## src/rtl/chain_seq_pkg.sv

```systemverilog
package chain_seq_pkg;
    typedef enum logic [2:0] {
        ST_NORM    = 3'd0,
        ST_ARM     = 3'd1,
        ST_CHAIN   = 3'd2,
        ST_HANDLER = 3'd3,
        ST_DRAIN   = 3'd4
    } seq_state_e;
endpackage

```

## src/rtl/chain_rr_ptr.sv

```systemverilog
module chain_rr_ptr #(
    parameter int NSLOT = 4,
    parameter int SW    = (NSLOT > 1) ? $clog2(NSLOT) : 1
) (
    input  logic          clk,
    input  logic          rst_n,
    input  logic          adv,
    output logic [SW-1:0] ptr,
    output logic [SW-1:0] ptr_nxt
);
    localparam logic [SW-1:0] LAST = SW'(NSLOT - 1);

    assign ptr_nxt = (ptr == LAST) ? '0 : ptr + 1'b1;

    always_ff @(posedge clk or negedge rst_n) begin
        if (!rst_n) ptr <= '0;
        else if (adv) ptr <= ptr_nxt;
    end

    AST_PTR_WRAP: assert property (@(posedge clk) disable iff (!rst_n)
        (adv && ptr == LAST) |=> (ptr == '0));
    AST_PTR_STEP: assert property (@(posedge clk) disable iff (!rst_n)
        (adv && ptr != LAST) |=> (ptr == $past(ptr) + 1'b1));
    AST_PTR_HOLD: assert property (@(posedge clk) disable iff (!rst_n)
        !adv |=> $stable(ptr));
endmodule

```

## src/rtl/chain_rep_reg.sv

```systemverilog
module chain_rep_reg #(
    parameter int IW = 32
) (
    input  logic          clk,
    input  logic          rst_n,
    input  logic          load,
    input  logic          clr,
    input  logic          d_vld,
    input  logic [IW-1:0] d_instr,
    output logic          q_vld,
    output logic [IW-1:0] q_instr
);
    always_ff @(posedge clk or negedge rst_n) begin
        if (!rst_n) begin
            q_vld   <= 1'b0;
            q_instr <= '0;
        end else if (clr) begin
            q_vld   <= 1'b0;
        end else if (load) begin
            q_vld   <= d_vld;
            q_instr <= d_instr;
        end
    end

    AST_REP_CLR: assert property (@(posedge clk) disable iff (!rst_n)
        clr |=> !q_vld);
endmodule

```

## src/rtl/chain_exc_map.sv

```systemverilog
module chain_exc_map #(
    parameter int NSLOT = 4,
    parameter int SW    = (NSLOT > 1) ? $clog2(NSLOT) : 1
) (
    input  logic [NSLOT-1:0] exc_in,
    input  logic             redirect,
    input  logic [SW-1:0]    init_slot,
    output logic             exc_vld,
    output logic [SW-1:0]    exc_slot
);
    logic [SW-1:0] low_idx;

    always_comb begin
        low_idx = '0;
        for (int s = NSLOT - 1; s >= 0; s--) begin
            if (exc_in[s]) low_idx = SW'(s);
        end
    end

    assign exc_vld  = |exc_in;
    assign exc_slot = redirect ? init_slot : low_idx;

    always_comb begin
        if (exc_vld && !redirect) begin
            AST_EXC_OWN: assert (exc_in[exc_slot]);
        end
    end
endmodule

```

## src/rtl/chain_issue_seq.sv

```systemverilog
module chain_issue_seq
    import chain_seq_pkg::*;
#(
    parameter int NSLOT = 4,
    parameter int IW    = 32,
    parameter int SW    = (NSLOT > 1) ? $clog2(NSLOT) : 1
) (
    input  logic                clk,
    input  logic                rst_n,
    input  logic [NSLOT-1:0]    slot_vld,
    input  logic [NSLOT*IW-1:0] slot_instr,
    input  logic [NSLOT-1:0]    dec_chain,
    input  logic [NSLOT-1:0]    dec_unchain,
    input  logic [NSLOT-1:0]    exc_in,
    output logic                iss_vld,
    output logic [SW-1:0]       iss_slot,
    output logic [SW-1:0]       iss_rf,
    output logic [SW-1:0]       iss_mm,
    output logic [IW-1:0]       iss_instr,
    output logic                iss_ctl_own,
    output logic [NSLOT-1:0]    slot_ack,
    output logic                exc_vld,
    output logic [SW-1:0]       exc_slot
);
    seq_state_e    st_q, st_d;
    logic [SW-1:0] ptr, ptr_nxt;
    logic [SW-1:0] init_q, init_d;
    logic          ptr_adv;
    logic          cur_vld, cur_chain, cur_unch, at_init;
    logic [IW-1:0] cur_instr;
    logic          rep_load, rep_clr, rep_vld;
    logic [IW-1:0] rep_instr;
    logic          chained, any_exc;
    logic          stop_now;

    assign cur_vld   = slot_vld[ptr];
    assign cur_chain = dec_chain[ptr];
    assign cur_unch  = dec_unchain[ptr];
    assign cur_instr = slot_instr[ptr*IW +: IW];
    assign at_init   = (ptr == init_q);
    assign chained   = (st_q == ST_CHAIN) || (st_q == ST_HANDLER);
    assign any_exc   = |exc_in;
    assign stop_now  = chained && at_init && cur_vld && cur_unch;
    assign ptr_adv   = (st_q != ST_DRAIN);
    assign rep_load  = (st_q == ST_CHAIN) && at_init;
    assign rep_clr   = (st_q != ST_CHAIN) || any_exc;

    chain_rr_ptr #(.NSLOT(NSLOT), .SW(SW)) u_ptr (
        .clk(clk), .rst_n(rst_n), .adv(ptr_adv), .ptr(ptr), .ptr_nxt(ptr_nxt)
    );

    chain_rep_reg #(.IW(IW)) u_rep (
        .clk(clk), .rst_n(rst_n), .load(rep_load), .clr(rep_clr),
        .d_vld(cur_vld && !cur_unch), .d_instr(cur_instr),
        .q_vld(rep_vld), .q_instr(rep_instr)
    );

    chain_exc_map #(.NSLOT(NSLOT), .SW(SW)) u_exc (
        .exc_in(exc_in), .redirect(chained), .init_slot(init_q),
        .exc_vld(exc_vld), .exc_slot(exc_slot)
    );

    // state register
    always_ff @(posedge clk or negedge rst_n) begin
        if (!rst_n) begin
            st_q   <= ST_NORM;
            init_q <= '0;
        end else begin
            st_q   <= st_d;
            init_q <= init_d;
        end
    end

    // next state
    always_comb begin
        st_d   = st_q;
        init_d = init_q;
        unique case (st_q)
            ST_NORM: begin
                if (cur_vld && cur_chain) begin
                    st_d   = ST_ARM;
                    init_d = ptr;
                end
            end
            ST_ARM: begin
                if (ptr_nxt == init_q) st_d = ST_CHAIN;
            end
            ST_CHAIN: begin
                if (any_exc)       st_d = ST_HANDLER;
                else if (stop_now) st_d = ST_DRAIN;
            end
            ST_HANDLER: begin
                if (stop_now) st_d = ST_DRAIN;
            end
            ST_DRAIN: st_d = ST_NORM;
            default:  st_d = ST_NORM;
        endcase
    end

    // outputs
    always_comb begin
        iss_vld     = 1'b0;
        iss_slot    = ptr;
        iss_rf      = ptr;
        iss_mm      = ptr;
        iss_instr   = cur_instr;
        iss_ctl_own = 1'b1;
        slot_ack    = '0;
        unique case (st_q)
            ST_NORM, ST_ARM: begin
                iss_vld       = cur_vld;
                slot_ack[ptr] = cur_vld;
            end
            ST_CHAIN: begin
                iss_mm = init_q;
                if (at_init) begin
                    iss_vld       = cur_vld;
                    slot_ack[ptr] = cur_vld;
                end else begin
                    iss_vld     = rep_vld;
                    iss_instr   = rep_instr;
                    iss_ctl_own = 1'b0;
                end
            end
            ST_HANDLER: begin
                if (at_init) begin
                    iss_vld       = cur_vld;
                    slot_ack[ptr] = cur_vld;
                end
            end
            ST_DRAIN: iss_vld = 1'b0;
            default:  iss_vld = 1'b0;
        endcase
        if (!rst_n) begin
            iss_vld  = 1'b0;
            slot_ack = '0;
        end
    end

    always_comb begin
        if (!rst_n) begin
            AST_RESET_IDLE: assert (!iss_vld && slot_ack == '0);
        end
    end

    AST_ACK_ONEHOT: assert property (@(posedge clk) disable iff (!rst_n)
        $onehot0(slot_ack));
    AST_ACK_INIT_ONLY: assert property (@(posedge clk) disable iff (!rst_n)
        (chained && slot_ack != '0) |-> slot_ack[init_q]);
    AST_COPY_MM: assert property (@(posedge clk) disable iff (!rst_n)
        (iss_vld && !iss_ctl_own) |-> (iss_mm == init_q && iss_slot != init_q));
    AST_STOP_BUBBLE: assert property (@(posedge clk) disable iff (!rst_n)
        stop_now |=> !iss_vld);
    AST_HANDLER_QUIET: assert property (@(posedge clk) disable iff (!rst_n)
        (st_q == ST_CHAIN && any_exc) |=> (iss_ctl_own || !iss_vld));
endmodule

```

## config.mk

```make
export PLATFORM = sky130hd
export DESIGN_NAME = chain_issue_seq
export DESIGN_NICKNAME = d
export VERILOG_FILES = /design/src/rtl/chain_seq_pkg.sv /design/src/rtl/chain_rr_ptr.sv /design/src/rtl/chain_rep_reg.sv /design/src/rtl/chain_exc_map.sv /design/src/rtl/chain_issue_seq.sv
export SDC_FILE = /design/constraint.sdc
export NUM_CORES = 1
export LEC_CHECK = 0
export BUFFER_PORTS_ARGS = -buffer_cell sky130_fd_sc_hd__buf_2
export CORE_MARGIN = 3
export CORE_UTILIZATION = 35
export DETAILED_ROUTE_END_ITERATION = 12
export GPL_TIMING_DRIVEN = 1
export PLACE_DENSITY = 0.66
export SYNTH_ARGS = -nofsm -noshare
export SYNTH_HDL_FRONTEND = slang
export SYNTH_SLANG_ARGS = --single-unit
```

## constraint.sdc

```tcl
create_clock -name clk -period 2.4 [get_ports clk]
set_input_delay 0.12 -clock clk [delete_from_list [all_inputs] [get_ports clk]]
set_output_delay 0.12 -clock clk [all_outputs]
set_load 0.01 [all_outputs]
```

==> run summary, run 1 <==
The run finished with clean final reports. The tools report the count of nets left with antenna violations after detail routing as 0. The leading cell type by number of instances after synthesis was mux2_2. For the final-report max-slew violation count, the log shows 0. The number of antenna violations at the first check in global routing is 1, and the via total after detailed routing is 2642.

The worst register-to-register path begins at u_ptr.ptr[1]$_DFFE_PN0P_. The clock transition at the registers of the reported paths came out at 70 ps. The multiplexer fraction of the synthesized cell area was 49.0%.

The total number of H-tree levels was 2; the die outline height was 101 um. In the synthesized netlist the dominant register cell turns out to be dfrtp_1. For the initial core utilization, the log shows 36.2%.

Of all cell types, the one taking the most synthesized area is dfrtp_1. The post-route netlist has 74.4% of its cells at a drive strength greater than 1. For this run, the number of standard cells in the final layout without fillers is 522.

For the total design power, the log shows 5.39 mW. In this run the core area contains 34 standard-cell rows. The worst slew slack as a fraction of its limit is 66.2%. The path depth of the worst reg2reg path works out to 6. Dividing the final minimum period by the clock period gives 93.6%. The post-CTS setup-driven buffer insertion count was 0; the cell count after placement was 514. The depth of the critical timing path with buffers and inverters included works out to 6. Summed over all layers, the global routing overflow is 0. The tools report the floorplan core area as 8720 um2. The netlist area before placement is 3160 um2. The critical path endpoint is slot_ack[0]. Along the worst path, the maximum fanout reaches 13. The number of global-route vias before repair was 2649. The synthesized design contains 40 register bits. The synthesized-area fraction occupied by ao, oa, aoi and oai cells was 3.21%; the number of nets in the finished design was 564. Across the run, the number of max-cap violations was 0. Averaged over all synthesized cells, the footprint is 14.1 um2.

At the worst endpoint, the required time is 2280 ps. The first detailed-routing pass ran for 4 iterations. Synthesis produced 224 cells. 193 I/O pins were placed. After synthesis, the largest family of logic cells by area is multiplexers.

Setup repair after global routing left no endpoint under its margin. Setup slack closes at 153 ps. The first routing iteration left 30 violations. Sequential cells were found to cover 31.7% of the synthesized design area. Classification of the worst-slack hold path: primary input to flip-flop. The clock net in this run drives a total of 40 sinks. Global-route wire length before repair: 12400 um. The routed design has 8060 um of wire.

For the placed wire-length estimate, the log shows 6550 um. Summed over all cells, the static leakage comes to 2.21 nW. TritonCTS built the clock tree. The count of different cell masters after synthesis is 42, and the final standard cell area without fillers is 4320 um2. The peak per-stage delay on the critical path was 670 ps; the area of the die was 10200 um2. The area growth from synthesis to final layout is 37.0%, and the flop-to-flop setup slack is 490 ps. The cell at the slowest stage of the critical path was mux4_1.

After routing, the total negative slack on setup checks comes to 0 ps. Of the total synthesized cell area, the portion taken by XOR and XNOR cells is 1.07%. The async set or reset register ratio after synthesis is 100%. On the critical path the largest part of the delay comes from multiplexers.

VDD sags by at most 505 uV. The adder and majority gate portion of the synthesized area is 1.59%, and the synthesized net count is 374. The endpoint identified for the worst register-to-register timing path is st_q[1]$_DFFE_PN0P_.

The die is 101 um wide. Of the total synthesized cell area, the portion taken by AND, OR, NAND and NOR gates is 8.05%. The worst hold slack is 197 ps. The minimum clock period after layout was 2250 ps; the maximum number of buffers from clock root to sink was 2. The largest net degree at the start of global routing is 41.

Counting the buffers created by CTS gives 5. Data on the critical path arrives at its endpoint at 2130 ps. Kind of start point of the critical path: a flip-flop. Clock tree root driver cell: clkbuf_8. After synthesis, the largest area contributor takes up 31.7% of total cell area. For this run, design rule violations remaining after detail routing come to 0. The overall fraction of global-route tracks in use came out at 15.1%.

STA classifies the critical path endpoint as an output port. The critical setup path kind was flip-flop to output port. The signal on the critical path passes through buf_4, mux4_1, inv_1, a211oi_2, and2_1, buf_2. The number of buffer cells added on primary ports is 192.

Counting flops with a built-in enable in the synthesized netlist gives 0. The pin slew with the least headroom to its limit is 507 ps. Mean routed wirelength per cell: 15.4 um.

Critical hold path startpoint: exc_in[2]. Dividing the detail-routed via count by the number of cells gives 5.06. The number of antenna diodes in the final layout is 0. Measured on the finished design, the core utilization comes to 49.6%. The ratio of total power to cell area was 1250 nW/um2; the buffer and inverter count on the worst path was 3. Static timing analysis puts the maximum clock frequency at 445 MHz. Origin of the worst setup path: u_ptr.ptr[0]$_DFFE_PN0P_. Yosys attributes the largest share of cell area to dfrtp_1 32%, mux2_2 21%, mux4_2 21%, mux4_1 4.2%, buf_6 3.6%.

The worst setup skew after layout was 4.28 ps; the area of placed instances was 4170 um2. At the later pin of the worst-skew pair, clock insertion delay measures 280 ps. By count the netlist is led by 60 x mux2_2, 40 x dfrtp_1, 30 x mux4_2. Setup-violating endpoint count in the final report: 0. The congestion estimate from routability-driven global placement came to 0.760. For the count of final hold-check violations, the log shows 0. The number of warnings reported in the yosys synthesis log was 0; the post-place setup slack was 332 ps.
## how the worst min path moves through the flow
stage	endpoint	slack, ps	cells past startpoint
after global placement	st_q[2]$_DFFE_PN0P_	300	2
after CTS	u_rep.q_vld$_DFFE_PN0P_	170	4
after floorplan	init_q[0]$_DFFE_PN0P_	-180	0
after detailed placement	u_rep.q_instr[28]$_DFFE_PN0P_	290	2
final	u_rep.q_vld$_DFFE_PN0P_	200	4
after global routing	u_rep.q_vld$_DFFE_PN0P_	240	4
## tightest hold or removal path, delay by kind of cell
kind | cells | cell delay [ps]
buffers and inverters | 2 | 190
and+or+nand+nor | 2 | 110
## logic make-up after synthesis
family,count (synthesis)
multiplexers,100
flip-flops,40
AND/OR/NAND/NOR,37
buffers and inverters,23
AO/OA/AOI/OAI,17
adder cells (fa/ha/maj),4
XOR/XNOR,3
## registers in the layout (all words and copies together), names as in the netlist
name	count
st_q	3
u_rep.q_vld	1
u_ptr.ptr	2
u_rep.q_instr	32
init_q	2
## routing by layer
layer  GRT usage (%)  vias to the layer above  part of all wire [%]
met1            18.1                     1278                    38
met2            27.6                      102                    53
li1                -                     1256                     -
met5               0                        -                 0.087
met4            2.86                        2                  0.32
met3            3.53                        4                   8.5
## cell type report
type                       instances  area [um2]
fill                             819        4400
multi-input combinational        161        2000
timing repair buffer             200        1040
sequential                        40        1000
tap                              108         135
clock buffer                       5        68.8
clock inverter                     2        60.1
inverter                           6        22.5
## repair_timing
| item | 4_1_cts | 5_1_grt |
|---|---|---|
| endpoints found under the setup margin | 0 | 35 |
| resized for setup | 0 | 2 |
| hold endpoints to repair | 40 | 0 |
| hold buffers | 1 | 0 |
## power breakdown
group	internal, mW	leakage (nW)	switching, mW
logic	1.88	1.61	1.63
registers	0.990	0.532	0.251
clock network	0.409	0.0642	0.222
## placed cells by master (no fill, tap or decap), types with 2 or more instances in the layout
cell,n
buf_2,192
mux2_2,60
dfrtp_1,38
mux4_2,30
nand2_1,10
o21ai_0,7
inv_1,6
buf_4,6
nor2_1,5
mux4_1,5
clkbuf_8,5
and2_1,4
ha_1,4
a21oi_1,2
xnor2_1,2
mux2_4,2
nand4b_1,2
mux2_1,2
nor3_1,2
nand3_1,2
nor4_1,2
a31oi_1,2
bufinv_16,2
dfrtp_2,2
Note: power is estimated with default switching activity, not from simulation.
==> run 2: changes to the inputs <==
- PLACE_DENSITY: 0.66 -> 0.65
- RECOVER_POWER: default -> 25
- SYNTH_HIERARCHICAL: default -> 1
==> run summary, run 2 <==
The number of nets in the finished design came out at 556. Data on the critical path arrives at its endpoint at 2170 ps. The maximum number of buffers from clock root to sink is 2. The pin slew with the least headroom to its limit came out at 1050 ps.

The completed layout was analyzed and its total power is 4.63 mW. 193 I/O pins were placed. The number of optimization iterations in the first detailed-route pass is 4. Once the floorplan was initialized, standard cells occupied 36.3% of the core.

The count of final hold-check violations was 0; the number of design rule violations left after detail routing was 0. The run gives 0 as the final-report max-slew violation count. After clock tree synthesis, the clock-pin slew on the worst setup and hold paths is 80 ps.

The horizontal die dimension came out at 104 um. Clock tree synthesis found a total of 40 sinks. The placed wire-length estimate was 6890 um; the count of fill cells added during filler insertion was 877. Once placement completed, the tool counted placed cells totaling 530. Hold timing on the final database bottoms out at a slack of 269 ps. Setup repair after global routing left no endpoint under its margin.

The flow ran to the end, and the final reports show no timing, DRC or antenna violations. The tools report the share of the core filled with cells in the final layout as 48.4%. Counting flops per register, the top entry is u_rep/q_instr. For this run, the number of Yosys warnings is 6. Port buffering added 192 buffers.

The worst register-to-register path ends at u_rep/q_instr[0]$_DFFE_PN0P_. The startpoint identified for the worst register-to-register timing path is st_q[2]$_DFFE_PN0P_. Based on the critical path, the design can be clocked at up to 437 MHz. The detail route stage leaves a number of antenna-violating nets equal to 0. The post-synthesis register bit count came out at 40.

The core region is 9280 um2. After floorplanning, the core was divided into 35 placement rows. The run gives 10900 um2 as the area of the die. The biggest area contributor in the post-synthesis netlist is dfrtp_1. Measured against its own limit, the worst slew margin works out to 30.3%. The worst setup path is launched from a flip-flop.

At the placement stage, the worst setup path has a slack of 145 ps. Share of the cycle needed by the critical path after routing: 95.4%. Traced cell by cell, the critical path runs through and2b_4, and2b_1, o21ai_4, buf_8, mux2_2, buf_2.

The tools report the setup-violating endpoint count in the final report as 0. The startpoint identified for the worst hold timing path is exc_in[2]. The global routing stage identified its most utilized layer as met2.

The share of the synthesized area in the top cell type was 29.7%; the flip-flop count of the largest register, all copies and words added was 32. The logs give 16.4% for the overall fraction of global-route tracks in use and 66 for the starting DRC count in detailed routing. The largest net degree at the start of global routing is 44. The mean routed wirelength per cell was 16.4 um.

For met1 alone, demand over resource in global routing was 19.9%. In the final layout, the registers with the most flip-flops are u_rep/q_instr: 32 flops, st_q: 3 flops. The area growth from synthesis to final layout works out to 33.3%. TritonCTS built the clock tree. Dividing the detail-routed via count by the number of cells gives 4.91. The met2 track utilization from global routing was 29.2%. Along the worst path, the maximum fanout reaches 33.

A synthesized cell averages 15.4 um2. The prevailing post-synth register cell is dfrtp_1. In this run the cell area measured after placement is 4390 um2. Leaving out fill and tap cells, the most frequent cells in the layout are 190 x buf_2, 59 x mux2_4, 38 x dfrtp_1. For this run, the register share of the synthesized area comes to 29.7%. The flop-to-flop setup slack came out at 120 ps.

Data required time at the worst endpoint: 2280 ps. The tools report the global-route wire length before repair as 14500 um. The number of buffers created by CTS is 5. Subtracting the final worst setup slack from the clock period gives 2290 ps.

The count of different cell masters after synthesis is 38. The synthesized net count is 366, and the peak per-stage delay on the critical path is 460 ps. Counting flops with an async set or reset pin after synthesis yields a share of 100%. For the number of global-route vias before repair, the log shows 2822.

For this block, the routed nets add up to 8860 um of wire. The die is 104 um tall. The worst hold path was traced through 4 stages. The cell sitting at the root of the clock tree is a clkbuf_8.

With fillers left out, the area of the finished cells amounts to 4500 um2. The number of flops mapped to enable cells by yosys is 0. The ratio of total power to cell area works out to 1030 nW/um2. The worst hold path terminates at u_rep/q_vld$_DFFE_PN0P_. For the worst-skew pair, the clock arrives at the later sink with an insertion delay of 290 ps.

The cell at the slowest stage of the critical path was dfrtp_1. The number of antenna violations at the first check in global routing came out at 0. The worst setup skew after layout is 7.02 ps, and the final weighted congestion of routability-driven global placement is 0.796. The tightest min-delay check is of the primary input to flip-flop type. For this design the static power due to leakage is 2.29 nW.

The commonest cells after synthesis are 59 x mux2_4, 40 x dfrtp_1, 33 x mux4_2. Yosys attributes the largest share of cell area to dfrtp_1 30%, mux2_4 26%, mux4_2 22%, buf_6 2.7%, mux2_2 2.3%. Across the run, the number of max-cap violations was 0.

The H-tree was split into 2 levels. 0 antenna diodes ended up in the layout. Across the VDD grid, the largest voltage drop is 638 uV. After technology mapping, the gate count stands at 219. Global routing finished with a remaining overflow of 0.

The run gives 0 ps as the setup TNS after final layout. Setup slack closes at 110 ps. By startpoint and endpoint, the worst setup path is classified as flip-flop to output port. The tools report the via total after detailed routing as 2647. STA classifies the critical path endpoint as an output port. In the post-synthesis netlist, the cell with the most instances is mux2_4. For this run, global-route usage on met3 was measured as 3.97%.

The commonest non-fill, non-tap cell in the layout was buf_2. The path depth of the worst reg2reg path is 6. The final standard cell count with taps included and fillers excluded is 539, and the share of post-route cells with drive strength above 1 is 78.3%. The synthesized netlist occupies a cell area of 3370 um2.
[run 2: kinds of logic (layout without fill, tap and decap cells)]
logic type               after synthesis  in the layout  synth area share, %
multiplexers                         102            102                 52.5
flip-flops                            40             40                 29.7
AND/OR/NAND/NOR                       33             33                 5.94
buffers and inverters                 22            213                 6.16
AO/OA/AOI/OAI                         17             17                 4.34
XOR/XNOR                               4              4                 1.04
adder cells (fa/ha/maj)                1              1                0.371
[run 2: layout make-up]
cell class	instances	area [um2]	share of cell area [%]
multi-input cells	157	2160	48.1
flip-flops and latches	40	1000	22.3
repair buffers	201	1060	23.5
clock inverters	2	10.0	0.223
clock buffers	6	82.6	1.84
well taps	129	161	3.59
inverters	4	15.0	0.334
[run 2: worst max-delay path, delay by kind of cell (launching register included)]
kind                   cells  cell delay (ps)
buffers and inverters      2              470
and+or+nand+nor            2              480
muxes                      1              370
AOI/OAI and AO/OA          1               90
DFF                        1              460
[run 2: metal layers]
metal | vias to the layer above | part of all wire (%)
li1 | 1237 | -
met1 | 1285 | 39
met2 | 116 | 53
met3 | 9 | 6.9
met4 | 0 | 1.2
met5 | - | 0
[run 2: where the power goes]
part	leakage [nW]	switching (mW)	internal [mW]
Combinational	1.70	1.47	1.77
Sequential	0.536	0.117	0.800
Clock	0.0510	0.240	0.230
Total	2.29	1.83	2.80
[run 2: how the worst max path moves through the flow]
stage                        startpoint                             to  slack [ps]  depth (start not counted)
2_1_floorplan  u_ptr/ptr[0]$_DFFE_PN0P_   u_rep/q_instr[0]$_DFFE_PN0P_         260                          7
3_3_place_gp        st_q[2]$_DFFE_PN0P_  u_rep/q_instr[13]$_DFFE_PN0P_         180                          6
4_1_cts             st_q[1]$_DFFE_PN0P_                   iss_instr[1]          40                          6
5_1_grt             st_q[2]$_DFFE_PN0P_   u_rep/q_instr[0]$_DFFE_PN0P_           7                          6
3_5_place_dp        st_q[2]$_DFFE_PN0P_   u_rep/q_instr[0]$_DFFE_PN0P_         150                          6
6_report            st_q[1]$_DFFE_PN0P_                  iss_instr[31]         110                          6
[run 2: timing repair]
action	4_1_cts	5_1_grt
setup endpoints to repair	32	3
hold buffers	1	0
setup buffers	0	0
resized for setup	1	2
pin swaps	0	0
endpoints found under the hold margin	40	0
